==> src/rtl/ballast_pkg.sv <==
package ballast_pkg;

  typedef enum logic [2:0] {
    MODE_LOCKOUT = 3'd0,
    MODE_PREHEAT = 3'd1,
    MODE_IGNITE  = 3'd2,
    MODE_DIM     = 3'd3,
    MODE_FAULT   = 3'd4
  } modeT;

  // strobes from control to the timer datapath
  typedef struct packed {
    logic clearTimer;
    logic runTimer;
  } timerStrobeT;

  // bit positions inside the synchronised flag vector
  localparam int FLAG_SUP_HI  = 0;
  localparam int FLAG_SUP_LO  = 1;
  localparam int FLAG_BUS_ON  = 2;
  localparam int FLAG_BUS_OFF = 3;
  localparam int FLAG_SD_HI   = 4;
  localparam int FLAG_SD_LO   = 5;
  localparam int FLAG_OT      = 6;
  localparam int FLAG_OC      = 7;
  localparam int FLAG_DIM     = 8;
  localparam int FLAG_COUNT   = 9;

endpackage

==> src/rtl/flagSync.sv <==
module flagSync #(
  parameter int WIDTH  = 9,
  parameter int STAGES = 2
) (
  input  logic             clk,
  input  logic             rstN,
  input  logic [WIDTH-1:0] asyncIn,
  output logic [WIDTH-1:0] syncOut
);

  logic [WIDTH-1:0] stageQ [STAGES];

  for (genvar g = 0; g < STAGES; g++) begin : gStage
    if (g == 0) begin : gFirst
      always_ff @(posedge clk or negedge rstN) begin
        if (!rstN) stageQ[g] <= '0;
        else       stageQ[g] <= asyncIn;
      end
    end else begin : gNext
      always_ff @(posedge clk or negedge rstN) begin
        if (!rstN) stageQ[g] <= '0;
        else       stageQ[g] <= stageQ[g-1];
      end
    end
  end

  assign syncOut = stageQ[STAGES-1];

endmodule

==> src/rtl/seqDatapath.sv <==
module seqDatapath
  import ballast_pkg::*;
#(
  parameter int PREHEAT_CYCLES = 40
) (
  input  logic        clk,
  input  logic        rstN,
  input  timerStrobeT strobe,
  output logic        preheatDone
);

  localparam int CNT_W = $clog2(PREHEAT_CYCLES + 1);
  localparam logic [CNT_W-1:0] LAST = CNT_W'(PREHEAT_CYCLES - 1);

  logic [CNT_W-1:0] countQ;

  always_ff @(posedge clk or negedge rstN) begin
    if (!rstN)                countQ <= '0;
    else if (strobe.clearTimer) countQ <= '0;
    else if (strobe.runTimer && countQ != LAST) countQ <= countQ + 1'b1;
  end

  assign preheatDone = (countQ == LAST);

  // a clear strobe leaves the timer at zero on the next cycle
  assert_timer_clear_R4: assert property (@(posedge clk) disable iff (!rstN)
    strobe.clearTimer |=> countQ == '0);

  // a running timer below its limit advances by one
  assert_timer_step_R4: assert property (@(posedge clk) disable iff (!rstN)
    (strobe.runTimer && !strobe.clearTimer && countQ != LAST)
      |=> countQ == $past(countQ) + 1'b1);

endmodule

==> src/rtl/seqControl.sv <==
module seqControl
  import ballast_pkg::*;
(
  input  logic        clk,
  input  logic        rstN,
  input  logic        supHi,
  input  logic        supLo,
  input  logic        busOn,
  input  logic        busOff,
  input  logic        sdHi,
  input  logic        sdLo,
  input  logic        hot,
  input  logic        overCur,
  input  logic        dimReached,
  input  logic        preheatDone,
  output modeT        stateQ,
  output logic        bridgeEn,
  output logic        ocCheckEn,
  output logic        freqReset,
  output timerStrobeT strobe
);

  modeT stateD;
  logic startOk, dropOut, active, ocLive;

  assign startOk = supHi && busOn && !sdLo;
  assign dropOut = !supLo || !busOff || sdHi;
  assign active  = (stateQ == MODE_PREHEAT) || (stateQ == MODE_IGNITE) || (stateQ == MODE_DIM);
  assign ocLive  = (stateQ == MODE_IGNITE) || (stateQ == MODE_DIM);

  always_comb begin
    stateD = stateQ;
    unique case (stateQ)
      MODE_LOCKOUT: if (startOk) stateD = MODE_PREHEAT;
      MODE_PREHEAT: begin
        if (dropOut)          stateD = MODE_LOCKOUT;
        else if (hot)         stateD = MODE_FAULT;
        else if (preheatDone) stateD = MODE_IGNITE;
      end
      MODE_IGNITE: begin
        if (dropOut)             stateD = MODE_LOCKOUT;
        else if (hot || overCur) stateD = MODE_FAULT;
        else if (dimReached)     stateD = MODE_DIM;
      end
      MODE_DIM: begin
        if (dropOut)             stateD = MODE_LOCKOUT;
        else if (hot || overCur) stateD = MODE_FAULT;
      end
      MODE_FAULT: if (!supLo || sdHi) stateD = MODE_LOCKOUT;
      default: stateD = MODE_LOCKOUT;
    endcase
  end

  always_ff @(posedge clk or negedge rstN) begin
    if (!rstN) stateQ <= MODE_LOCKOUT;
    else       stateQ <= stateD;
  end

  assign bridgeEn          = active;
  assign ocCheckEn         = ocLive;
  assign freqReset         = !active;
  assign strobe.clearTimer = !active;
  assign strobe.runTimer   = (stateQ == MODE_PREHEAT);

  // without all three start terms lockout is held
  assert_lockout_hold_R2: assert property (@(posedge clk) disable iff (!rstN)
    (stateQ == MODE_LOCKOUT && !(supHi && busOn && !sdLo)) |=> stateQ == MODE_LOCKOUT);

  // over-current in preheat never produces a fault
  assert_oc_masked_R5: assert property (@(posedge clk) disable iff (!rstN)
    (stateQ == MODE_PREHEAT && !hot) |=> stateQ != MODE_FAULT);

  // over-temperature in an active mode with no drop-out leads to fault
  assert_hot_fault_R6: assert property (@(posedge clk) disable iff (!rstN)
    (active && hot && supLo && busOff && !sdHi) |=> stateQ == MODE_FAULT);

  // fault stays latched until supply drop or shutdown high
  assert_fault_latched_R9: assert property (@(posedge clk) disable iff (!rstN)
    (stateQ == MODE_FAULT && supLo && !sdHi) |=> stateQ == MODE_FAULT);

  // a line drop-out beats any fault source
  assert_dropout_wins_R10: assert property (@(posedge clk) disable iff (!rstN)
    (active && !busOff) |=> stateQ == MODE_LOCKOUT);

endmodule

==> src/rtl/ballastSequencer.sv <==
module ballastSequencer
  import ballast_pkg::*;
#(
  parameter int PREHEAT_CYCLES = 40,
  parameter int SYNC_STAGES    = 2
) (
  input  logic       clk,
  input  logic       rstN,
  input  logic       supplyAboveHi,
  input  logic       supplyAboveLo,
  input  logic       busAboveOn,
  input  logic       busAboveOff,
  input  logic       sdAboveHi,
  input  logic       sdAboveLo,
  input  logic       overTemp,
  input  logic       peakOverCurrent,
  input  logic       dimThreshold,
  output logic [2:0] mode,
  output logic       bridgeEn,
  output logic       ocCheckEn,
  output logic       freqReset,
  output logic       timerClear
);

  logic [FLAG_COUNT-1:0] rawFlags, syncFlags;
  timerStrobeT strobe;
  logic preheatDone;
  modeT stateQ;

  always_comb begin
    rawFlags               = '0;
    rawFlags[FLAG_SUP_HI]  = supplyAboveHi;
    rawFlags[FLAG_SUP_LO]  = supplyAboveLo;
    rawFlags[FLAG_BUS_ON]  = busAboveOn;
    rawFlags[FLAG_BUS_OFF] = busAboveOff;
    rawFlags[FLAG_SD_HI]   = sdAboveHi;
    rawFlags[FLAG_SD_LO]   = sdAboveLo;
    rawFlags[FLAG_OT]      = overTemp;
    rawFlags[FLAG_OC]      = peakOverCurrent;
    rawFlags[FLAG_DIM]     = dimThreshold;
  end

  flagSync #(.WIDTH(FLAG_COUNT), .STAGES(SYNC_STAGES)) uSync (
    .clk(clk), .rstN(rstN), .asyncIn(rawFlags), .syncOut(syncFlags)
  );

  seqControl uCtrl (
    .clk(clk), .rstN(rstN),
    .supHi(syncFlags[FLAG_SUP_HI]), .supLo(syncFlags[FLAG_SUP_LO]),
    .busOn(syncFlags[FLAG_BUS_ON]), .busOff(syncFlags[FLAG_BUS_OFF]),
    .sdHi(syncFlags[FLAG_SD_HI]),   .sdLo(syncFlags[FLAG_SD_LO]),
    .hot(syncFlags[FLAG_OT]),       .overCur(syncFlags[FLAG_OC]),
    .dimReached(syncFlags[FLAG_DIM]),
    .preheatDone(preheatDone),
    .stateQ(stateQ), .bridgeEn(bridgeEn), .ocCheckEn(ocCheckEn),
    .freqReset(freqReset), .strobe(strobe)
  );

  seqDatapath #(.PREHEAT_CYCLES(PREHEAT_CYCLES)) uTimer (
    .clk(clk), .rstN(rstN), .strobe(strobe), .preheatDone(preheatDone)
  );

  assign mode       = stateQ;
  assign timerClear = strobe.clearTimer;

  // over-current checking is only armed while the bridge runs
  assert_oc_needs_bridge_R8: assert property (@(posedge clk) disable iff (!rstN)
    ocCheckEn |-> bridgeEn);

  // bridge drive and frequency reset never overlap
  assert_bridge_vs_reset_R8: assert property (@(posedge clk) disable iff (!rstN)
    $onehot({bridgeEn, freqReset}));

endmodule

==> config.mk <==
export PLATFORM = sky130hd
export DESIGN_NAME = ballastSequencer
export DESIGN_NICKNAME = d
export VERILOG_FILES = /design/src/rtl/ballast_pkg.sv /design/src/rtl/flagSync.sv /design/src/rtl/seqDatapath.sv /design/src/rtl/seqControl.sv /design/src/rtl/ballastSequencer.sv
export SDC_FILE = /design/constraint.sdc
export NUM_CORES = 1
export LEC_CHECK = 0
export BUFFER_PORTS_ARGS = -buffer_cell sky130_fd_sc_hd__buf_2
export CAP_MARGIN = 20
export CELL_PAD_IN_SITES_DETAIL_PLACEMENT = 1
export CELL_PAD_IN_SITES_GLOBAL_PLACEMENT = 1
export CORE_MARGIN = 2
export CORE_UTILIZATION = 46
export DETAILED_ROUTE_END_ITERATION = 8
export PLACE_DENSITY = 0.8
export RECOVER_POWER = 50
export SLEW_MARGIN = 20
export SYNTH_ARGS = -nofsm -noshare
export SYNTH_HDL_FRONTEND = slang
export SYNTH_HIERARCHICAL = 1
export SYNTH_SLANG_ARGS = --single-unit
==> constraint.sdc <==
create_clock -name clk -period 4.1 [get_ports clk]
set_input_delay 0.205 -clock clk [delete_from_list [all_inputs] [get_ports clk]]
set_output_delay 0.205 -clock clk [all_outputs]
set_load 0.01 [all_outputs]
==> impl_metrics.tcl <==
set metrics [dict create \
    clkPwrFrac_pct 19.1 \
    n_antenna_cell 0 \
    placed_cells 129 \
    avgSynthCellArea_sq_um 12.3 \
    p_per_area_nw_per_um2 451 \
    final_core_util_pct 53.9 \
    vdd.ir_drop.worst_v 0.000246 \
    die_area_sq_um 2920 \
    drc_errors 0 \
    slew_headroom_pct 6.88 \
    ys_warn_count 6 \
    gp_congestion 0.805 \
    swShare_pct 34.0 \
    status "completed" \
    area_growth_pct 13.8 \
    wirelength_mm 2.15 \
    synthTopCellsByArea "dfrtp_1 59%, buf_4 7.2%, nor3b_1 2.6%" \
    port_buffers 17 \
    path_clk_slew_ns 0.14 \
    syn-num-nets 106 \
    cp_max_fo 11 \
    grt_first_pass_wirelength_mm 3.42 \
    layout_min_cycle_time_ns 1.70 \
    async_flop_share_pct 100 \
    seqPwrFrac_pct 54.2 \
    drive_gt1_share_pct 23.0 \
    core_sq_um 2430 \
    synth_most_common_cell "dfrtp_1" \
    cts_inserted_buffers 3 \
    synth-main-ff-cell "dfrtp_1" \
    timing.hold.ws_ns 0.366 \
    cts_max_level 1 \
    die_w_um 54.1 \
    ant_nets 0 \
    cp-start-kind "flip-flop" \
    hpwl_mm 1.47 \
    p_switching_uw 201 \
    cp.arrival_ns 1.50 \
    power.share.combinational_pct 26.7 \
    grt.total_usage_pct 17.3 \
    grt_util_met1_pct 21.1 \
    clock-root-buffer "clkbuf_4" \
    routedWlPerCell_um 15.1 \
    timing.final.crit_share_pct 41.5 \
    synth_edf_count 0 \
    busiest_layer "met2" \
    internal_power_uw 390 \
    syn_inst 94 \
    die_h_um 54.1 \
    timing.fmax_mhz 588 \
    initial_core_util_pct 47.4 \
    setup_ws_ns 2.40 \
    synth_top_cell_area_share_pct 58.6 \
    dr.pass1.iters 4 \
    grt_max_degree 28 \
    fin_skew_ns 0.00121 \
    maxCapViolCount 0 \
    drv_slew 0 \
    required_ns 3.89 \
    drt-initial-drc-count 12 \
    crit_path_end_kind "output port" \
    ys_seq_elements 27 \
    final_cells 143 \
    cts_tree "yes" \
    hold_path.class "reg2reg" \
    p_leak_nw 0.578 \
    clockBufferDepth 2 \
    post-synth-top-area-cell "dfrtp_1" \
    grt_pass1_vias 773 \
    gr-usage-met3_pct 3.33 \
    rows 18 \
    fin_nets 126 \
    ios 18 \
    timing.final.hold_violations 0 \
    synth_common_cells "27 x dfrtp_1, 11 x buf_4, 6 x nor2_1" \
    clock-sinks 27 \
    tightest_slew_ns 1.40 \
    vias 782 \
    use_met2_pct 29.7 \
    via_per_inst 5.47 \
    finalSetupTns_ns 0 \
    worstSetupPathType "reg2out" \
    synthDistinctLibCells 34 \
    clkLatencyLatePin_ns 0.32 \
    netlist_area_sq_um 1150 \
    rsz0062_at_grt "false" \
    setup-violations-final 0 \
    gr-total-overflow 0 \
    ys_seq_area_share_pct 58.6 \
    antenna_found_initial 0 \
    dp_slack_ns 2.48 \
]
[routing by layer]
metal | wire [um] | part of all wire, %
met1 | 932 | 43
met2 | 1110 | 51
met3 | 77 | 3.6
met4 | 37 | 1.7
met5 | 0 | 0
[through the flow]
stage,instance area [sq um],power (mW)
floorplan,1150,0.442
global placement,1180,0.464
detailed placement,1180,0.474
CTS,1310,0.594
global route,1310,0.627
finish,1310,0.591
[kinds of logic after synthesis]
| family | share of synthesized area [%] |
|---|---|
| simple gates | 19.2 |
| fa+ha+maj | 1.09 |
| flops | 58.6 |
| buf+inv | 9.45 |
| compound gates | 10.9 |
| xor+xnor | 0.760 |
[cells in the final DEF (no fill, tap or decap)]
cell type and n:
a211oi_1 1, buf_2 16, a32o_1 1, a41oi_1 1
nor3b_1 4, nor4b_1 1, nand4bb_1 1, buf_4 1
dfrtp_1 27, nand4_1 3, a31o_2 1, xor2_1 1
a31oi_1 1, nand4b_1 1, a2111oi_2 1, o211ai_1 2
nor2_1 6, nand2_1 4, ha_1 1, clkbuf_1 1
clkbuf_4 3, nor3_1 1, a2111oi_1 1, o32ai_1 1
or3_1 1, dlygate4sd3_1 10, and2b_2 1, inv_1 3
a21oi_1 4, nand3_1 1, nand4_4 1, nor4bb_1 1
o21ai_0 3, nand2b_1 2, clkinv_2 1, nor3b_4 1
and2_1 3
[what timing repair did]
item	4_1_cts	5_1_grt
gates resized for setup	0	0
setup buffers	0	0
endpoints found under the hold margin	36	0
hold buffers	10	0
[flip-flops by register name (all words and copies together) (netlist names)]
| signal | flops |
|---|---|
| uSync/stageQ | 9 |
| uSync/syncOut | 9 |
| uTimer/countQ | 6 |
| uCtrl/stateQ | 3 |
[cell type report]
type	count	area [sq um]
timing repair buffer	28	191
multi-input combinational	51	368
fill	263	1120
inverter	3	11.3
clock inverter	1	5.00
clock buffer	3	22.5
tap	30	37.5
sequential	27	676
[worst max-delay path: stages, from the launching register on]
cell and delay (ns):
dfrtp_1 0.50, nor2_1 0.14, nor2_1 0.07, inv_1 0.27, buf_2 0.20
[power groups by stage]
stage	logic (mW)	registers (mW)	clock network [mW]
after floorplan	0.123	0.319	0
final	0.158	0.320	0.113
after CTS	0.158	0.319	0.117
after global routing	0.175	0.324	0.128
after global placement	0.143	0.321	0
after detailed placement	0.150	0.324	0
[path summary, 6_finish.rpt]
check	slack (ns)	to	cells past startpoint	startpoint
worst min-delay path	0.37	uSync/syncOut[3]	0	uSync/stageQ[12]
max in group asynchronous	2.54	uTimer/countQ[2]	2	rstN
min in group asynchronous	0.75	uSync/stageQ[10]	2	rstN
worst min register to register	0.37	uSync/syncOut[3]	0	uSync/stageQ[12]
worst max-delay path	2.40	freqReset	4	uCtrl/stateQ[1]
worst max register to register	2.44	uTimer/countQ[5]	5	uCtrl/stateQ[0]
Power figures use the tool's default switching activity.
